### src/rtl/rwd_pkg.sv
package rwd_pkg;
  typedef enum logic [1:0] {
    TGT_NONE   = 2'd0,
    TGT_GLOBAL = 2'd1,
    TGT_CHAN   = 2'd2,
    TGT_POOL   = 2'd3
  } tgt_e;
endpackage

### src/rtl/rwd_decode.sv
module rwd_decode
  import rwd_pkg::*;
#(
  parameter int NUM_CH      = 14,
  parameter int NUM_LOW     = 7,
  parameter int GAP_WINS    = 4,
  parameter int POOL_HI_WIN = 32,
  parameter int WIN_W       = 6
) (
  input  logic [WIN_W-1:0]  win_i,
  output logic [NUM_CH-1:0] hit_o,
  output tgt_e              tgt_o
);
  localparam int GAP_LO = NUM_LOW + 1;
  localparam int GAP_HI = GAP_LO + GAP_WINS;

  for (genvar i = 0; i < NUM_CH; i++) begin : g_hit
    localparam int BASE = (i < NUM_LOW) ? i + 1 : i + 1 + GAP_WINS;
    assign hit_o[i] = (win_i == WIN_W'(BASE));
  end

  logic in_pool;
  assign in_pool = (int'(win_i) >= GAP_LO && int'(win_i) < GAP_HI) ||
                   (int'(win_i) >= POOL_HI_WIN);

  always_comb begin
    if (win_i == '0)  tgt_o = TGT_GLOBAL;
    else if (|hit_o)  tgt_o = TGT_CHAN;
    else if (in_pool) tgt_o = TGT_POOL;
    else              tgt_o = TGT_NONE;
  end
endmodule

### src/rtl/rwd_status.sv
module rwd_status #(
  parameter int NUM_CH = 14
) (
  input  logic              clk_i,
  input  logic              rst_ni,
  input  logic [NUM_CH-1:0] pend_i,
  output logic [NUM_CH-1:0] stat_o,
  output logic              irq_o
);
  logic [NUM_CH-1:0] stat_q;

  always_ff @(posedge clk_i or negedge rst_ni) begin
    if (!rst_ni) stat_q <= '0;
    else         stat_q <= pend_i;
  end

  assign stat_o = stat_q;
  assign irq_o  = |stat_q;
endmodule

### src/rtl/rwd_rsp.sv
module rwd_rsp
  import rwd_pkg::*;
#(
  parameter int NUM_CH = 14,
  parameter int DATA_W = 32
) (
  input  logic                     clk_i,
  input  logic                     rst_ni,
  input  logic                     rd_i,
  input  tgt_e                     tgt_i,
  input  logic                     word0_i,
  input  logic [NUM_CH-1:0]        hit_i,
  input  logic [NUM_CH-1:0]        stat_i,
  input  logic [NUM_CH*DATA_W-1:0] ch_rdata_i,
  output logic                     rsp_valid_o,
  output logic [DATA_W-1:0]        rsp_rdata_o
);
  logic [DATA_W-1:0] chan_d, rd_d;

  always_comb begin
    chan_d = '0;
    for (int i = 0; i < NUM_CH; i++)
      if (hit_i[i]) chan_d = chan_d | ch_rdata_i[i*DATA_W +: DATA_W];
  end

  always_comb begin
    case (tgt_i)
      TGT_GLOBAL: rd_d = word0_i ? DATA_W'(stat_i) : '1;
      TGT_CHAN:   rd_d = chan_d;
      default:    rd_d = '1;  // pool and undecoded space
    endcase
  end

  always_ff @(posedge clk_i or negedge rst_ni) begin
    if (!rst_ni) begin
      rsp_valid_o <= 1'b0;
      rsp_rdata_o <= '0;
    end else begin
      rsp_valid_o <= rd_i;
      if (rd_i) rsp_rdata_o <= rd_d;
    end
  end
endmodule

### src/rtl/rwd_window_decoder.sv
module rwd_window_decoder
  import rwd_pkg::*;
#(
  parameter int NUM_CH      = 14,
  parameter int NUM_LOW     = 7,
  parameter int GAP_WINS    = 4,
  parameter int POOL_HI_WIN = 32,
  parameter int ADDR_W      = 12,
  parameter int DATA_W      = 32,
  parameter int WIN_LOG2    = 6
) (
  input  logic                     clk_i,
  input  logic                     rst_ni,
  input  logic                     req_valid_i,
  input  logic                     req_write_i,
  input  logic [ADDR_W-1:0]        req_addr_i,
  input  logic [DATA_W-1:0]        req_wdata_i,
  input  logic [NUM_CH*DATA_W-1:0] ch_rdata_i,
  input  logic [NUM_CH-1:0]        ch_pend_i,
  output logic [NUM_CH-1:0]        ch_sel_o,
  output logic                     ch_wr_o,
  output logic [WIN_LOG2-1:0]      ch_off_o,
  output logic [DATA_W-1:0]        ch_wdata_o,
  output logic                     rsp_valid_o,
  output logic [DATA_W-1:0]        rsp_rdata_o,
  output logic                     irq_o
);
  localparam int WIN_W = ADDR_W - WIN_LOG2;

  logic [NUM_CH-1:0] hit, stat;
  tgt_e              tgt;
  logic              word0;

  rwd_decode #(
    .NUM_CH(NUM_CH), .NUM_LOW(NUM_LOW), .GAP_WINS(GAP_WINS),
    .POOL_HI_WIN(POOL_HI_WIN), .WIN_W(WIN_W)
  ) u_dec (
    .win_i (req_addr_i[ADDR_W-1:WIN_LOG2]),
    .hit_o (hit),
    .tgt_o (tgt)
  );

  rwd_status #(.NUM_CH(NUM_CH)) u_stat (
    .clk_i  (clk_i),
    .rst_ni (rst_ni),
    .pend_i (ch_pend_i),
    .stat_o (stat),
    .irq_o  (irq_o)
  );

  assign word0 = (req_addr_i[WIN_LOG2-1:2] == '0);

  rwd_rsp #(.NUM_CH(NUM_CH), .DATA_W(DATA_W)) u_rsp (
    .clk_i       (clk_i),
    .rst_ni      (rst_ni),
    .rd_i        (req_valid_i & ~req_write_i),
    .tgt_i       (tgt),
    .word0_i     (word0),
    .hit_i       (hit),
    .stat_i      (stat),
    .ch_rdata_i  (ch_rdata_i),
    .rsp_valid_o (rsp_valid_o),
    .rsp_rdata_o (rsp_rdata_o)
  );

  assign ch_sel_o   = hit & {NUM_CH{req_valid_i}};
  assign ch_wr_o    = req_valid_i & req_write_i;
  assign ch_off_o   = req_addr_i[WIN_LOG2-1:0];
  assign ch_wdata_o = req_wdata_i;
endmodule

### config.mk
export PLATFORM = sky130hd
export DESIGN_NAME = rwd_window_decoder
export DESIGN_NICKNAME = d
export VERILOG_FILES = /design/src/rtl/rwd_pkg.sv /design/src/rtl/rwd_decode.sv /design/src/rtl/rwd_status.sv /design/src/rtl/rwd_rsp.sv /design/src/rtl/rwd_window_decoder.sv
export SDC_FILE = /design/constraint.sdc
export NUM_CORES = 1
export LEC_CHECK = 0
export ABC_AREA = 1
export BUFFER_PORTS_ARGS = -buffer_cell sky130_fd_sc_hd__buf_2
export CAP_MARGIN = 20
export CORE_AREA = 2 2 230 232
export DETAILED_ROUTE_END_ITERATION = 10
export DIE_AREA = 0 0 232 234
export HOLD_SLACK_MARGIN = 0.03
export PLACE_DENSITY = 0.36
export SYNTH_ARGS = -nofsm -noshare
export SYNTH_HDL_FRONTEND = slang
export SYNTH_SLANG_ARGS = --single-unit
### constraint.sdc
create_clock -name clk_i -period 1.38 [get_ports clk_i]
set_input_delay 0.276 -clock clk_i [delete_from_list [all_inputs] [get_ports clk_i]]
set_output_delay 0.276 -clock clk_i [all_outputs]
set_load 0.05 [all_outputs]
==> results.md <==
- Status: finished, violations left
- Failing checks: setup timing
- DRT iter0 DRCs: 462
- Largest area contributor in the netlist: nand2_1
- RSZ-0062 raised after global routing: true
- Core ar.: 52,000 um2
- Max Cap Viol: 0
- DP Cell Count: 2,666
- Port bufs: 528
- Clock Sinks: 47
- DR vias/cell: 4.16
- Number of global-route vias before repair: 11,800
- Drt pass-1 iters: 5
- Hpwl dp: 43.4 mm
- Share of layout cells above drive strength 1: 0.494
- YS warnings: 0
- Switching portion of total power: 0.444
- Yosys cell types: 21
- Initial antenna violation count: 1
- P_leak: 0.00788 uW
- Wire per inst: 19.4 um
- Maximum number of pins on one net before global-route repair: 48
- Worst-path maximum fanout: 7
- PnR worst setup slack: -367 ps
- Switch Pwr: 2980 uW
- Final total power: 6720 uW
- GP Congestion: 0.898
- Worst-skew pair later-pin latency: 300 ps
- Worst endpoint data arrival time: 1470 ps
- Filler cell count in the final layout: 5,971
- # setup viols final: 47
- Post-synth design cell area: 7000 um2
- Req. time, crit path: 1100 ps
- First-pass GRT wire length: 74.1 mm
- Syn nets: 1,909
- Synth top area cells: nand2_1 (21%), dfrtp_1 (17%), nand3_1 (16%)
- Total CTS buffers: 5
- Skew final: 1.84 ps
- Fin Setup TNS: -13,620 ps
- CP Class: input port to primary output
- Peak Freq: 573 MHz
- Dpl ws: -955 ps
- Post-synthesis cell count: 1,397
- Fin cells: 2,736
- Die Wd: 232 um
- Seq cells post-synth: 47
- Synthesized area per cell: 5.01 um2
- Via Count: 11,400
- Seq/Total Area, Yosys: 0.168
- Initial Util: 0.135
- Final #Nets: 2,558
- Setup crit end kind: primary output
- GRT overflow: 0
- Clock power frac: 0.196
- Asr flop ratio synth: 1.00
- Max transition margin: 0.746
- Most numerous cell in the Yosys netlist: nand2_1
- Clock Root Buffer: clkbuf_16
- Site Rows: 84
- Final ANT Viol Nets: 0
- Vert. Die Dim: 234 um
- Die area: 54,300 um2
- Total Routed Length: 53.1 mm
- Ys flop type: dfrtp_1
- Period utilization: 1.27
- CTS tree: built
- Number of flops mapped to enable cells by yosys: 0
- Seq. cell area: 1180 um2
- Critical Path Start Type: input port
- Fin crit period: 1750 ps
- Peak VDD IR: 0.359 mV
- Pwr Density: 470 nW/um2
- Area grow syn2layout: 104%
- Yosys top cell area share: 0.208
- Total Routing Usage GR: 0.186
- Hold Crit Class: input port to flop
- I/O pin count: 597
- Least-Margin Pin Slew: 380 ps
- Final Hold Fails: 0
- Combinational share of power: 0.542
- Top cells by count, synth: nand2_1 (388), nor2_1 (282), nand3_1 (221), inv_1 (192), nand4_1 (59)
- Worst-path clk slew: 70 ps
- Sequential Power Share: 0.262
- Area of the multi-input gates: 5580 um2
- Worst-case clock buffer depth: 2
- Slew Viols, Final: 0
- Internal: 3730 uW
- Total number of H-tree levels: 2
- DRC: 0
==> timing repair <==
action | in CTS | in global routing
hold buffers | 1 | 0
setup endpoints to repair | 47 | 47
resized for setup | 252 | 136
pin swaps | 90 | 87
cloned | 13 | 4
setup buffers | 46 | 19
endpoints found under the hold margin | 47 | 0
==> per-layer routing <==
layer / part of all wire / GRT usage / up-vias / routed length (um)
li1: - / - / 5628 / -
met1: 0.39 / 0.207 / 5202 / 20700
met2: 0.51 / 0.354 / 471 / 27200
met3: 0.067 / 0.0368 / 76 / 3530
met4: 0.032 / 0.0589 / 0 / 1710
met5: 0 / 0 / - / 0
==> final timing paths <==
kind	startpoint	endpoint	slack, ps	cells after the start
min in group asynchronous	rst_ni	u_rsp.rsp_rdata_o[21]	480	3
max	req_addr_i[7]	ch_sel_o[7]	-370	10
min	ch_pend_i[7]	u_stat.stat_o[7]	80	1
min reg2reg	u_rsp.rsp_rdata_o[25]	u_rsp.rsp_rdata_o[25]	510	2
max in group asynchronous	rst_ni	u_stat.stat_o[1]	620	3
max reg2reg	u_stat.stat_o[5]	u_rsp.rsp_rdata_o[5]	410	4
==> worst max-delay path, cell delays in order <==
cell and delay, ps:
buf_12 110, nor2_4 170, buf_6 140, buf_12 100, buf_12 90, nand3_4 70
buf_12 150, buf_6 110, nor2_4 90, buf_8 150
==> final cells by class <==
cell class | count | share of cell area
Antenna cell | 1 | 0.000175
Clock buffer | 5 | 0.00876
Clock inverter | 3 | 0.00193
Inverter | 195 | 0.0549
Multi-Input combinational cell | 1036 | 0.391
Sequential cell | 47 | 0.0824
Tap cell | 688 | 0.0603
Timing Repair Buffer | 758 | 0.398
Timing Repair inverter | 3 | 0.00272
==> metrics by stage <==
stage | instance area, um2 | utilization | hold slack [ps]
2_1_floorplan | 7360 | - | -19.6
3_3_place_gp | 12000 | 0.231 | 277
4_1_cts | 13700 | 0.264 | 65.1
6_report | 14300 | 0.274 | 78.2
3_5_place_dp | 12000 | 0.231 | 282
5_1_grt | 14300 | 0.274 | 60.7
==> state kept, by name, indices dropped and copies added, names as in the netlist <==
register           flops
u_rsp.rsp_rdata_o     32
u_rsp.rsp_valid_o      1
u_stat.stat_o         14
==> cell usage in the layout (no fill, tap or decap), types with 19 or more instances in the layout <==
cell type | Yosys | routed
a21oi_2 | 0 | 33
buf_12 | 0 | 58
buf_2 | 32 | 507
buf_4 | 39 | 111
buf_6 | 0 | 58
dfrtp_1 | 47 | 47
inv_1 | 192 | 183
nand2_1 | 388 | 300
nand2_2 | 2 | 70
nand2_4 | 0 | 19
nand3_1 | 221 | 216
nand4_1 | 59 | 59
nor2_1 | 282 | 209
nor2_2 | 5 | 40
nor2_4 | 0 | 38
==> logic make-up after synthesis <==
logic type	Yosys count	share of synthesized area
DFF	47	0.168
buffers and inverters	314	0.195
AOI/OAI and AO/OA	65	0.0465
adders and majority gates	2	0.00357
and+or+nand+nor	969	0.587
==> power groups by stage <==
stage | clock (uW) | sequential [uW] | combinational, uW
floorplan | 0 | 2320 | 1100
global placement | 0 | 1800 | 3170
detailed placement | 0 | 1810 | 3150
CTS | 1400 | 1790 | 3560
global route | 1440 | 1790 | 3900
finish | 1310 | 1760 | 3640
No activity file was read; power rests on OpenSTA's default activity.
